`config.mk`:
```
export PLATFORM = sky130hd
export DESIGN_NAME = backoff_gen
export DESIGN_NICKNAME = d
export VERILOG_FILES = /design/src/rtl/backoff_pkg.sv /design/src/rtl/backoff_lfsr.sv /design/src/rtl/backoff_range.sv /design/src/rtl/backoff_count.sv /design/src/rtl/backoff_gen.sv
export SDC_FILE = /design/constraint.sdc
export NUM_CORES = 1
export LEC_CHECK = 0
export BUFFER_PORTS_ARGS = -buffer_cell sky130_fd_sc_hd__buf_2
export CAP_MARGIN = 10
export CORE_MARGIN = 4
export CORE_UTILIZATION = 30
export CTS_CLUSTER_DIAMETER = 120
export DETAILED_ROUTE_END_ITERATION = 10
export SETUP_SLACK_MARGIN = 0.05
export SLEW_MARGIN = 20
export SYNTH_ARGS = -nofsm -noshare
export SYNTH_HDL_FRONTEND = slang
export SYNTH_SLANG_ARGS = --single-unit
export TNS_END_PERCENT = 1
```
`constraint.sdc`:
```
create_clock -name clk -period 5.1 [get_ports clk]
set_clock_uncertainty 0.2 [all_clocks]
set_input_delay 0.51 -clock clk [delete_from_list [all_inputs] [get_ports clk]]
set_output_delay 0.51 -clock clk [all_outputs]
set_load 0.02 [all_outputs]
```
`src/rtl/backoff_pkg.sv`:
```
package backoff_pkg;
    localparam int LFSR_W = 17;
    localparam int TAP_HI = 17;
    localparam int TAP_LO = 14;
    localparam int K_CAP  = 10;
    typedef logic [LFSR_W-1:0] lfsr_t;
endpackage

```
`src/rtl/backoff_lfsr.sv`:
```
module backoff_lfsr
    import backoff_pkg::*;
#(
    parameter lfsr_t SEED  = lfsr_t'(1),
    parameter int    OUT_W = K_CAP
) (
    input  logic             clk,
    input  logic             rst_n,
    input  logic             adv,
    output logic [OUT_W-1:0] low
);
    localparam lfsr_t SEED_OK = (SEED == '0) ? lfsr_t'(1) : SEED;

    lfsr_t st_d, st_q;

    always_comb begin
        st_d = st_q;
        if (adv) begin
            st_d = {st_q[LFSR_W-2:0], st_q[TAP_HI-1] ^ st_q[TAP_LO-1]};
        end
    end

    always_ff @(posedge clk or negedge rst_n) begin
        if (!rst_n) st_q <= SEED_OK;
        else        st_q <= st_d;
    end

    assign low = st_q[OUT_W-1:0];

    a_r2_never_zero: assert property (@(posedge clk) disable iff (!rst_n)
        st_q != '0);
    a_r9_lfsr_hold: assert property (@(posedge clk) disable iff (!rst_n)
        !adv |=> $stable(st_q));
    a_r2_moves: assert property (@(posedge clk) disable iff (!rst_n)
        adv |=> st_q != $past(st_q));
endmodule

```
`src/rtl/backoff_range.sv`:
```
module backoff_range #(
    parameter int CNT_W = 5,
    parameter int K_MAX = 10
) (
    input  logic [CNT_W-1:0] cnt,
    output logic [K_MAX-1:0] mask
);
    logic [CNT_W-1:0] k_eff;

    always_comb begin
        if (cnt == '0)                 k_eff = CNT_W'(1);
        else if (cnt > CNT_W'(K_MAX))  k_eff = CNT_W'(K_MAX);
        else                           k_eff = cnt;
    end

    for (genvar i = 0; i < K_MAX; i++) begin : g_bit
        assign mask[i] = (k_eff > CNT_W'(i));
    end

    always_comb begin
        a_r3_mask_nonempty: assert (mask[0] === 1'b1 || $isunknown(cnt));
    end
endmodule

```
`src/rtl/backoff_count.sv`:
```
module backoff_count #(
    parameter int SLOT_LEN = 512,
    parameter int VAL_W    = 10
) (
    input  logic             clk,
    input  logic             rst_n,
    input  logic             bit_en,
    input  logic             start,
    input  logic [VAL_W-1:0] val,
    input  logic             clr,
    output logic             busy,
    output logic             done
);
    localparam int PRE_W = (SLOT_LEN > 2) ? $clog2(SLOT_LEN) : 1;
    localparam logic [PRE_W-1:0] PRE_LAST = PRE_W'(SLOT_LEN - 1);

    typedef struct packed {
        logic             busy;
        logic             done;
        logic [VAL_W-1:0] rem;
        logic [PRE_W-1:0] pre;
    } cnt_st_t;

    cnt_st_t st_d, st_q;

    always_comb begin
        st_d      = st_q;
        st_d.done = 1'b0;
        if (clr) begin
            st_d.busy = 1'b0;
        end else if (bit_en) begin
            if (start && !st_q.busy) begin
                st_d.busy = 1'b1;
                st_d.rem  = val;
                st_d.pre  = '0;
            end else if (st_q.busy) begin
                if (st_q.rem == '0) begin
                    st_d.done = 1'b1;
                    st_d.busy = 1'b0;
                end else if (st_q.pre == PRE_LAST) begin
                    st_d.pre = '0;
                    st_d.rem = st_q.rem - VAL_W'(1);
                end else begin
                    st_d.pre = st_q.pre + PRE_W'(1);
                end
            end
        end
    end

    always_ff @(posedge clk or negedge rst_n) begin
        if (!rst_n) st_q <= '0;
        else        st_q <= st_d;
    end

    assign busy = st_q.busy;
    assign done = st_q.done;

    a_r6_done_not_busy: assert property (@(posedge clk) disable iff (!rst_n)
        st_q.done |-> !st_q.busy);
    a_r10_single_pulse: assert property (@(posedge clk) disable iff (!rst_n)
        st_q.done |=> !st_q.done);
    a_r8_clear_drops: assert property (@(posedge clk) disable iff (!rst_n)
        clr |=> !st_q.busy && !st_q.done);
    a_r7_keep_running: assert property (@(posedge clk) disable iff (!rst_n)
        st_q.busy && st_q.rem != '0 && !clr |=> st_q.busy);
    a_r9_count_hold: assert property (@(posedge clk) disable iff (!rst_n)
        st_q.busy && !bit_en && !clr |=> $stable(st_q.rem) && $stable(st_q.pre) && st_q.busy);
endmodule

```
`src/rtl/backoff_gen.sv`:
```
module backoff_gen
    import backoff_pkg::*;
#(
    parameter int    SLOT_LEN = 512,
    parameter int    CNT_W    = 5,
    parameter lfsr_t SEED     = lfsr_t'(1)
) (
    input  logic             clk,
    input  logic             rst_n,
    input  logic             bit_en,
    input  logic             coll,
    input  logic [CNT_W-1:0] coll_cnt,
    input  logic             clr,
    output logic             busy,
    output logic             done
);
    logic [K_CAP-1:0] rnd_low;
    logic [K_CAP-1:0] keep_mask;
    logic [K_CAP-1:0] cap_val;
    logic             start;

    backoff_lfsr #(.SEED(SEED), .OUT_W(K_CAP)) u_lfsr (
        .clk   (clk),
        .rst_n (rst_n),
        .adv   (bit_en),
        .low   (rnd_low)
    );

    backoff_range #(.CNT_W(CNT_W), .K_MAX(K_CAP)) u_range (
        .cnt  (coll_cnt),
        .mask (keep_mask)
    );

    assign cap_val = rnd_low & keep_mask;
    assign start   = coll & bit_en & ~busy & ~clr;

    backoff_count #(.SLOT_LEN(SLOT_LEN), .VAL_W(K_CAP)) u_count (
        .clk    (clk),
        .rst_n  (rst_n),
        .bit_en (bit_en),
        .start  (start),
        .val    (cap_val),
        .clr    (clr),
        .busy   (busy),
        .done   (done)
    );

    a_r3_capture_busy: assert property (@(posedge clk) disable iff (!rst_n)
        start |=> busy);
    a_r5_zero_fast: assert property (@(posedge clk) disable iff (!rst_n)
        start && cap_val == '0 ##1 bit_en && !clr |=> done);
endmodule

```
==> results by group <==
Logic synthesis
  – Post-Syn Area: 2020 um2
  – Seq/Total Area, Yosys: 0.470
  – Post-Syn Nets: 208
  – Synth Area in Compound Gates: 0.186
  – Ys async rst share: 1.00
  – Main combinational cell family by area after synthesis: simple AND/OR/NAND/NOR gates
  – Mux contribution to synthesized area: 0.0995
  – Post-synthesis xor/xnor area fraction: 0.00433
  – Synth Area in Simple Gates: 0.197
  – Synth Instances: 195
  – Mapped Avg Cell Area: 10.4 um2
  – Yosys reg bits: 38
  – Post-synth cell types: 51
  – Post-Synth Adder-Cell Area: 0.0185
  – Post-synth top flop: dfrtp_1
  – Yosys Warn Count: 0
  – EDFF count, synth: 0

Critical path
  – Critical Path Max Stage Delay: 420 ps
  – RR Endpoint: u_count.st_q[18]
  – Crit path arrival time: 2370 ps
  – WP buf/inv: 0
  – Path type of the worst setup path: reg -> reg
  – CP top delay family: simple AND/OR/NAND/NOR gates
  – R2R depth: 8
  – Worst r2r src: u_count.st_q[0]
  – Max Fanout on Critical Path: 9
  – Critical path, cell by cell: ha_1 > nand3_1 > nor2_1 > ha_1 > mux2_2 > nand2_1 > nor2_2 > a221o_1
  – Crit. path cell count: 8
  – Crit-path slowest cell: dfrtp_1
  – CP Capture Type: register
  – Most numerous cell on the critical path: ha_1
  – Worst setup SP type: register
  – WP data required: 5080 ps
  – R2R Setup Slk: 2710 ps

Power and ir drop
  – PD cells: 469 nW/um2
  – Worst vdd ir: 0.212 mV
  – Final total power: 1.07 mW
  – Leak pwr: 0.911 nW

Cells and area
  – Design Area, Final: 2290 um2
  – Finished Layout Cells: 285
  – Layout area overhead: 13.0%
  – Finished Core Util: 0.354
  – # diodes: 0
  – Share of layout cells above drive strength 1: 0.207
  – Final nets: 220

Drt
  – Via density: 5.61
  – Final wirelength: 4450 um
  – Drt pass-1 iters: 4
  – Post-route DRC: 0
  – Remaining antenna violation count: 0
  – Detailed-route wire length per cell: 15.6 um
  – Vias: 1600
  – Iteration-0 DRC Markers: 125

Global route
  – Global-route wire length before repair: 7820 um
  – Vias in the first global route: 1585
  – Largest net degree at the start of global routing: 39
  – Antenna violations before repair: 0
  – GRT Overall Usage: 0.118
  – GRT Residual Overflow: 0

Die
  – Row Count: 29
  – # IOs: 12
  – Starting density of the core: 0.313
  – Die X: 90.1 um
  – DIE AREA: 8130 um2
  – Die height: 90.1 um
  – Core area: 6460 um2

STA
  – Final worst path period need: 2390 ps
  – Slew headroom: 0.428
  – Worst slew pin tran: 858 ps
  – Setup tns final: 0 ps
  – Final hold violation count: 0
  – Final worst setup slack: 2710 ps
  – Min Hold Slack: 125 ps
  – Fin. max-slew vios: 0
  – Unrepaired setup endpoints after global routing: false
  – Endpoints failing setup: 0
  – Fin crit share: 0.469
  – Fmax: 418 MHz

CTS
  – Post-CTS setup buffers: 0
  – Worst-path clk slew: 80 ps
  – PostCTS Resize Cnt: 0
  – Clock tree buffer depth: 2
  – Root Buffer: clkbuf_8
  – CTS tree: done
  – H-tree level count: 2
  – CTS buffer count: 5
  – Worst-Skew Late Latency: 290 ps
  – CTS Sinks: 38
  – CTS Hold Buffers Added: 0

Placement
  – RePlAce Congestion: 0.862
  – Detail Placement HPWL: 3180 um
  – Area after DPL: 2150 um2
  – DP Worst Slack: 2660 ps
  – DP Cell Count: 277
  – Port Buffer Count: 11

Run status
  – Status: finished clean

Hold path
  – Hold WC Path Type: in -> async

Flow run
  – Max-cap viol count: 0
## worst max path at each step
stage / endpoint / from / slack [ps]
after floorplan: u_count.st_q[18] / u_count.st_q[0] / 2970
after global placement: u_count.st_q[12] / bit_en / 2750
after detailed placement: u_count.st_q[12] / bit_en / 2660
after CTS: u_count.st_q[18] / u_count.st_q[0] / 2720
after global routing: u_count.st_q[15] / u_count.st_q[0] / 2510
final: u_count.st_q[18] / u_count.st_q[0] / 2710
## layer usage
| layer | vias up | global-route usage | share of wire |
|---|---|---|---|
| li1 | 767 | - | - |
| met1 | 791 | 0.159 | 0.48 |
| met2 | 30 | 0.176 | 0.46 |
| met3 | 12 | 0.0301 | 0.036 |
| met4 | 0 | 0.0548 | 0.024 |
| met5 | - | 0 | 0 |
## Yosys cell counts, types with 4 or more instances
library cell	count	area [um2]
a21oi_1	6	30.0
a31oi_1	4	25.0
dfrtp_1	37	926
inv_1	4	15.0
mux2_2	17	191
nand2_1	19	71.3
nand2b_1	4	25.0
nand3_1	13	65.1
nand4_1	4	25.0
nor2_1	6	22.5
nor2b_1	4	25.0
nor3_1	6	30.0
o21ai_0	11	55.1
o31ai_1	5	37.5
## cell usage in the layout, fill, tap and decap left out, types with 5 or more instances in the layout
master | synthesis | final
a21oi_1 | 6 | 6
buf_2 | 3 | 11
clkbuf_8 | 0 | 5
dfrtp_1 | 37 | 37
mux2_2 | 17 | 17
nand2_1 | 19 | 19
nand3_1 | 13 | 13
nor2_1 | 6 | 6
nor3_1 | 6 | 6
o21ai_0 | 11 | 11
o31ai_1 | 5 | 5
## cell type report
type                            count  area [um2]
Fill cell                         642        4170
Multi-Input combinational cell    146        1020
Sequential cell                    38         952
Tap cell                           77        96.3
Clock buffer                        5        68.8
Clock inverter                      3        68.8
Timing Repair Buffer               12        62.6
Inverter                            4        15.0
## sequential cells by signal, indices dropped and copies added (netlist names)
| register | count |
|---|---|
| u_count.done | 1 |
| u_count.busy | 1 |
| u_count.st_q | 19 |
| u_lfsr.st_q | 17 |
## logic make-up after synthesis
group | count (synthesis)
compound gates | 53
xor+xnor | 1
flops | 38
buf+inv | 11
mux | 18
fa+ha+maj | 3
simple gates | 71
## where the power goes
| part | leakage [nW] | switching [mW] | internal, mW | total [mW] |
|---|---|---|---|---|
| combinational | 0.370 | 0.103 | 0.126 | 0.228 |
| clock | 0.0683 | 0.113 | 0.196 | 0.309 |
| sequential | 0.473 | 0.121 | 0.414 | 0.535 |
| total | 0.911 | 0.337 | 0.736 | 1.07 |
Note: power is estimated with default switching activity, not from simulation.
